$ cat src/rtl/pcm_tdm_pkg.sv
// Shared constants for the TDM PCM port.
// Assumes the code width is a power of two so a slot index splits cleanly
// into a channel field and a bit field.
package pcm_tdm_pkg;
    localparam int unsigned PCM_NUM_CH = 4;
    localparam int unsigned PCM_CODE_W = 8;
endpackage

$ cat src/rtl/pcm_slot_timer.sv
// Frame slot timer: detects a frame start from the frame-sync input and
// counts the NUM_CH*CODE_W bit slots that follow it.
// Assumes: fsync is synchronous to clk; a new start restarts the count.
module pcm_slot_timer #(
    parameter int unsigned NUM_CH = 4,
    parameter int unsigned CODE_W = 8,
    localparam int unsigned SLOTS = NUM_CH * CODE_W,
    localparam int unsigned CNT_W = $clog2(SLOTS)
) (
    input  logic             clk,
    input  logic             rst_n,
    input  logic             fsync,
    output logic             frame_start,
    output logic             active,
    output logic [CNT_W-1:0] slot_idx,
    output logic             last_slot
);
    logic fsync_q;

    assign frame_start = fsync && !fsync_q;
    assign last_slot   = active && (slot_idx == CNT_W'(SLOTS - 1));

    // Remember the previous frame-sync level for edge detection.
    always_ff @(posedge clk) begin
        if (!rst_n) fsync_q <= 1'b0;
        else        fsync_q <= fsync;
    end

    // Run the slot counter from a frame start to the last slot.
    always_ff @(posedge clk) begin
        if (!rst_n) begin
            active   <= 1'b0;
            slot_idx <= '0;
        end else if (frame_start) begin
            active   <= 1'b1;
            slot_idx <= '0;
        end else if (active) begin
            if (last_slot) begin
                active   <= 1'b0;
                slot_idx <= '0;
            end else begin
                slot_idx <= slot_idx + 1'b1;
            end
        end
    end
endmodule

$ cat src/rtl/pcm_tx_serializer.sv
// Transmit serializer: captures the transmit codes and the power mask at
// frame start, then shifts the codes out MSB first, channel 0 first, with
// the line enabled only for powered-up channels.
// Assumes CODE_W is a power of two.
module pcm_tx_serializer #(
    parameter int unsigned NUM_CH = 4,
    parameter int unsigned CODE_W = 8,
    localparam int unsigned SLOTS = NUM_CH * CODE_W,
    localparam int unsigned CNT_W = $clog2(SLOTS),
    localparam int unsigned BIT_W = $clog2(CODE_W)
) (
    input  logic             clk,
    input  logic             rst_n,
    input  logic             frame_start,
    input  logic             active,
    input  logic [CNT_W-1:0] slot_idx,
    input  logic [SLOTS-1:0] tx_codes,
    input  logic [NUM_CH-1:0] chan_on,
    output logic [NUM_CH-1:0] mask_q,
    output logic             tx_oe,
    output logic             tx_bit
);
    logic [SLOTS-1:0]       shadow_q;
    logic [CNT_W-BIT_W-1:0] ch_sel;
    logic [BIT_W-1:0]       bit_sel;

    assign ch_sel  = slot_idx[CNT_W-1:BIT_W];
    assign bit_sel = slot_idx[BIT_W-1:0];

    // Capture the frame's codes and power mask at the start edge.
    always_ff @(posedge clk) begin
        if (!rst_n) begin
            shadow_q <= '0;
            mask_q   <= '0;
        end else if (frame_start) begin
            shadow_q <= tx_codes;
            mask_q   <= chan_on;
        end
    end

    // Drive the selected bit only inside a powered-up channel's slot.
    always_comb begin
        tx_oe  = active && mask_q[ch_sel];
        tx_bit = tx_oe && shadow_q[{ch_sel, ~bit_sel}];
    end
endmodule

$ cat src/rtl/pcm_rx_deserializer.sv
// Receive deserializer: samples the line on the falling clock edge,
// shifts the frame in on the rising edge and commits all channels at once
// after the last slot, skipping channels that were off at frame start.
// Assumes the slot timer's active/last_slot describe the current slot.
module pcm_rx_deserializer #(
    parameter int unsigned NUM_CH = 4,
    parameter int unsigned CODE_W = 8,
    localparam int unsigned SLOTS = NUM_CH * CODE_W
) (
    input  logic              clk,
    input  logic              rst_n,
    input  logic              frame_start,
    input  logic              active,
    input  logic              last_slot,
    input  logic [NUM_CH-1:0] mask_q,
    input  logic              rx_bit,
    output logic [SLOTS-1:0]  rx_codes,
    output logic              rx_done
);
    logic             rx_smp;
    logic [SLOTS-1:0] shift_q;
    logic [SLOTS-1:0] frame_bits;

    assign frame_bits = {shift_q[SLOTS-2:0], rx_smp};

    // Sample the receive line mid-bit on the falling edge.
    always_ff @(negedge clk) begin
        rx_smp <= rx_bit;
    end

    // Shift each sampled bit in while a frame is running.
    always_ff @(posedge clk) begin
        if (!rst_n)                      shift_q <= '0;
        else if (active && !frame_start) shift_q <= frame_bits;
    end

    // Commit the assembled frame per channel and pulse done once.
    always_ff @(posedge clk) begin
        if (!rst_n) begin
            rx_codes <= '0;
            rx_done  <= 1'b0;
        end else begin
            rx_done <= 1'b0;
            if (last_slot && !frame_start) begin
                rx_done <= 1'b1;
                for (int i = 0; i < NUM_CH; i++) begin
                    if (mask_q[i])
                        rx_codes[i*CODE_W +: CODE_W] <=
                            frame_bits[SLOTS-1-i*CODE_W -: CODE_W];
                end
            end
        end
    end
endmodule

$ cat src/rtl/pcm_tdm_port.sv
// Four-slot TDM PCM serial port top: ties the slot timer, transmit
// serializer and receive deserializer together.
// Assumes clk is the data clock and fsync is synchronous to it.
module pcm_tdm_port #(
    parameter int unsigned NUM_CH = pcm_tdm_pkg::PCM_NUM_CH,
    parameter int unsigned CODE_W = pcm_tdm_pkg::PCM_CODE_W,
    localparam int unsigned SLOTS = NUM_CH * CODE_W,
    localparam int unsigned CNT_W = $clog2(SLOTS)
) (
    input  logic              clk,
    input  logic              rst_n,
    input  logic              fsync,
    input  logic [NUM_CH-1:0] chan_on,
    input  logic [SLOTS-1:0]  tx_codes,
    input  logic              rx_bit,
    output logic              tx_bit,
    output logic              tx_oe,
    output logic [SLOTS-1:0]  rx_codes,
    output logic              rx_done
);
    logic              frame_start;
    logic              active;
    logic              last_slot;
    logic [CNT_W-1:0]  slot_idx;
    logic [NUM_CH-1:0] mask_q;

    pcm_slot_timer #(.NUM_CH(NUM_CH), .CODE_W(CODE_W)) u_timer (
        .clk        (clk),
        .rst_n      (rst_n),
        .fsync      (fsync),
        .frame_start(frame_start),
        .active     (active),
        .slot_idx   (slot_idx),
        .last_slot  (last_slot)
    );

    pcm_tx_serializer #(.NUM_CH(NUM_CH), .CODE_W(CODE_W)) u_tx (
        .clk        (clk),
        .rst_n      (rst_n),
        .frame_start(frame_start),
        .active     (active),
        .slot_idx   (slot_idx),
        .tx_codes   (tx_codes),
        .chan_on    (chan_on),
        .mask_q     (mask_q),
        .tx_oe      (tx_oe),
        .tx_bit     (tx_bit)
    );

    pcm_rx_deserializer #(.NUM_CH(NUM_CH), .CODE_W(CODE_W)) u_rx (
        .clk        (clk),
        .rst_n      (rst_n),
        .frame_start(frame_start),
        .active     (active),
        .last_slot  (last_slot),
        .mask_q     (mask_q),
        .rx_bit     (rx_bit),
        .rx_codes   (rx_codes),
        .rx_done    (rx_done)
    );
endmodule

$ cat config.mk
export PLATFORM = sky130hd
export DESIGN_NAME = pcm_tdm_port
export DESIGN_NICKNAME = d
export VERILOG_FILES = /design/src/rtl/pcm_tdm_pkg.sv /design/src/rtl/pcm_slot_timer.sv /design/src/rtl/pcm_tx_serializer.sv /design/src/rtl/pcm_rx_deserializer.sv /design/src/rtl/pcm_tdm_port.sv
export SDC_FILE = /design/constraint.sdc
export NUM_CORES = 1
export LEC_CHECK = 0
export BUFFER_PORTS_ARGS = -buffer_cell sky130_fd_sc_hd__buf_2
export CAP_MARGIN = 30
export CORE_ASPECT_RATIO = 1.1
export CORE_UTILIZATION = 45
export CTS_CLUSTER_DIAMETER = 40
export CTS_CLUSTER_SIZE = 25
export DETAILED_ROUTE_END_ITERATION = 16
export PLACE_DENSITY = 0.76
export SLEW_MARGIN = 20
export SYNTH_ARGS = -nofsm -noshare
export SYNTH_HDL_FRONTEND = slang
export SYNTH_SLANG_ARGS = --single-unit
export TNS_END_PERCENT = 1
$ cat constraint.sdc
create_clock -name clk -period 2.2 [get_ports clk]
set_input_delay 0.11 -clock clk [delete_from_list [all_inputs] [get_ports clk]]
set_output_delay 0.11 -clock clk [all_outputs]
set_load 0.01 [all_outputs]
==> results by group <==
Run status
  • Status: finished with violations
  • Violated checks: setup timing

Floorplan
  • Row count: 37
  • I/O pins: 75
  • Die Height: 105 um
  • Initial core utilization: 0.464
  • Die ar.: 0.0100 mm^2
  • Core ar.: 0.00935 mm^2
  • DIE WIDTH: 95.6 um

Drt
  • Final wirelength: 9.03 mm
  • Average routed wire per standard cell: 13.2 um
  • Via count: 3430
  • Vias per Instance: 5.00
  • Drt pass-1 iters: 6
  • Number of remaining DRC errors: 0
  • Number of DRC markers in iteration 0: 87
  • DRT antenna net count: 0

Timing
  • Slew HR: 0.590
  • Slew Viols, Final: 0
  • FMAX: 437 MHz
  • Final worst path period share: 1.04
  • Unrepaired setup endpoints after global routing: true
  • Final WS setup: -0.0889 ns
  • Period minus WS final: 2.29 ns
  • Final hold vios: 0
  • Finish-stage setup viols: 1
  • Post-Route Skew: 0.0378 ns
  • Worst Tran Pin Value: 0.615 ns

GRT
  • GRT Util Overall: 0.185
  • First-pass GRT wire length: 14.8 mm
  • Initial antenna violation count: 0
  • GRT overflow: 0
  • Vias in the first global route: 3371
  • Largest net degree at the start of global routing: 46

Finish
  • Area growth syn-to-layout: 23.9%
  • Layout cells sized above 1: 0.200
  • Leading cell types in the layout, fill and taps excluded: nand2_1, dfxtp_1, buf_2, a21boi_0, mux2i_1
  • Leading cell type in the layout, fill and taps excluded: nand2_1
  • Antenna diodes: 0
  • Final nets: 607

Placement
  • Post-place setup slack: 0.190 ns
  • HPWL after DPL: 5.94 mm
  • RD Place Congestion: 0.746
  • PortBufs: 74

Worst setup path
  • RR Startpoint: u_timer.slot_idx[0]
  • Critical Path AT: 2.18 ns
  • Slowest-stage cell, CP: mux4_2
  • Reg2reg end: u_rx.rx_codes[22]
  • Worst r2r path cells: 7
  • Worst setup startpoint: u_timer.slot_idx[1]
  • WP data required: 2.09 ns
  • CP peak stage delay: 0.48 ns
  • Nature of the critical path endpoint: output pin
  • CP cell instances: mux4_2 -> nor3b_1 -> or4_1 -> o311a_1 -> buf_2
  • Kind of critical path: register to output pin
  • R2R Setup Slk: 0.26 ns
  • Critical path endpoint: tx_bit
  • Worst-path maximum fanout: 2
  • Startpoint class of the critical path: register

CTS
  • CTS buffer count: 9
  • Clock-pin slew on the worst setup and hold paths: 0.09 ns
  • Clk Latency, worst-skew pair: 0.39 ns
  • CTS tree: built
  • Postcts setup bufs: 0
  • Clock Tree Root: clkbuf_8
  • CTS H-tree depth: 3
  • CTS Buffer Depth: 2
  • CTS sink count: 108

Synth
  • Synth cell types: 27
  • Mapped cell area: 0.00434 mm^2
  • Cell count after synthesis: 467
  • Seq/Total Area, Yosys: 0.499
  • Syn avg cell area: 9.28 um^2
  • Net count after synthesis: 509
  • Seq cells post-synth: 108
  • Synth warnings: 0

Pwr
  • Worst VDD drop: 0.461 mV
  • Overall power: 0.00343 W
  • Power per cell area: 639 mW/mm^2
  • Leakage power: 2.32 nW

Flow run
  • # Max-Cap Violations: 0

Min path
  • Hold Crit Class: primary input to register
==> final cells by class <==
class | instances | area, um^2
Sequential cell | 108 | 2160
Fill cell | 857 | 3980
Tap cell | 117 | 146
Clock inverter | 6 | 47.5
Clock buffer | 10 | 138
Timing Repair Buffer | 121 | 835
Multi-Input combinational cell | 324 | 2040
==> registers in the layout, indices dropped and copies added, names as in the netlist <==
name,count
u_rx.rx_codes,32
u_rx.rx_done,1
u_rx.rx_smp,1
u_rx.shift_q,31
u_timer.active,1
u_timer.fsync_q,1
u_timer.slot_idx,5
u_tx.mask_q,4
u_tx.shadow_q,32
==> cells in the mapped netlist <==
master / instances / area (um^2)
and2_1: 3 / 18.8
inv_1: 1 / 3.75
nand3b_1: 1 / 7.51
ha_1: 2 / 25.0
a21boi_0: 68 / 510
nor4bb_1: 1 / 10.0
buf_1: 1 / 3.75
buf_2: 3 / 15.0
nand2b_1: 4 / 25.0
mux2_2: 2 / 22.5
nor2b_1: 33 / 206
or4_1: 1 / 7.51
a21oi_1: 2 / 10.0
and3_1: 4 / 25.0
dfxtp_1: 108 / 2160
o21ai_0: 2 / 10.0
o221ai_1: 2 / 17.5
o311a_1: 1 / 10.0
nor2_1: 8 / 30.0
clkbuf_1: 30 / 113
nor3b_1: 2 / 15.0
nor4b_1: 1 / 8.76
mux4_2: 7 / 158
nand4_1: 4 / 25.0
a22oi_1: 1 / 7.51
mux2i_1: 37 / 370
nand2_1: 138 / 518
==> how the worst min path moves through the flow <==
stage,from,endpoint,slack (ns),cells after the start
2_1_floorplan,fsync,u_timer.fsync_q,0.23,1
3_3_place_gp,fsync,u_timer.fsync_q,0.36,2
3_5_place_dp,fsync,u_timer.fsync_q,0.36,2
4_1_cts,tx_codes[31],u_tx.shadow_q[31],0.006,3
5_1_grt,chan_on[2],u_tx.mask_q[2],0.02,3
6_report,tx_codes[11],u_tx.shadow_q[11],0.02,3
==> through the flow <==
stage               instances  hold WS, ns  instance area (um^2)   util  setup TNS [ns]
finish                    686       0.0221                  5370  0.574         -0.0889
global placement          638        0.364                  4850  0.519               0
detailed placement        638        0.363                  4850  0.519               0
global route              686       0.0165                  5370  0.574          -0.174
CTS                       686      0.00642                  5370  0.574         -0.0852
floorplan                 467        0.232                  4340      -               0
==> per-layer routing <==
layer,wire length [um],global-route usage,share of wire
met1,4140,0.218,0.46
met2,4450,0.331,0.49
met3,351,0.0393,0.039
met4,91,0.0512,0.010
met5,0,0,0
==> critical path, delay by kind of cell, from the launching register on <==
kind	cells	cell delay [ns]
mux	1	0.48
compound gates	1	0.30
flops	1	0.36
buf+inv	1	0.14
simple gates	2	0.55
==> power breakdown <==
group	switching [W]	leakage (nW)	internal (W)
registers	0.0000290	0.877	0.00200
logic	0.000128	1.34	0.000143
clock network	0.000678	0.0995	0.000458
==> cells by family (layout without fill, tap and decap cells) <==
| family | count (synthesis) | count (layout) | share of synthesized area |
|---|---|---|---|
| flops | 108 | 108 | 0.499 |
| mux | 46 | 46 | 0.127 |
| simple gates | 200 | 200 | 0.207 |
| buf+inv | 35 | 137 | 0.0312 |
| compound gates | 76 | 76 | 0.130 |
| fa+ha+maj | 2 | 2 | 0.00577 |
==> repair_timing <==
| action | CTS | global route |
|---|---|---|
| hold endpoints to repair | 33 | 0 |
| endpoints found under the setup margin | 1 | 1 |
| pin swaps | 1 | 0 |
| gates cloned | 0 | 0 |
| gates resized for setup | 2 | 0 |
| hold buffers | 33 | 0 |
Power figures use the tool's default switching activity.
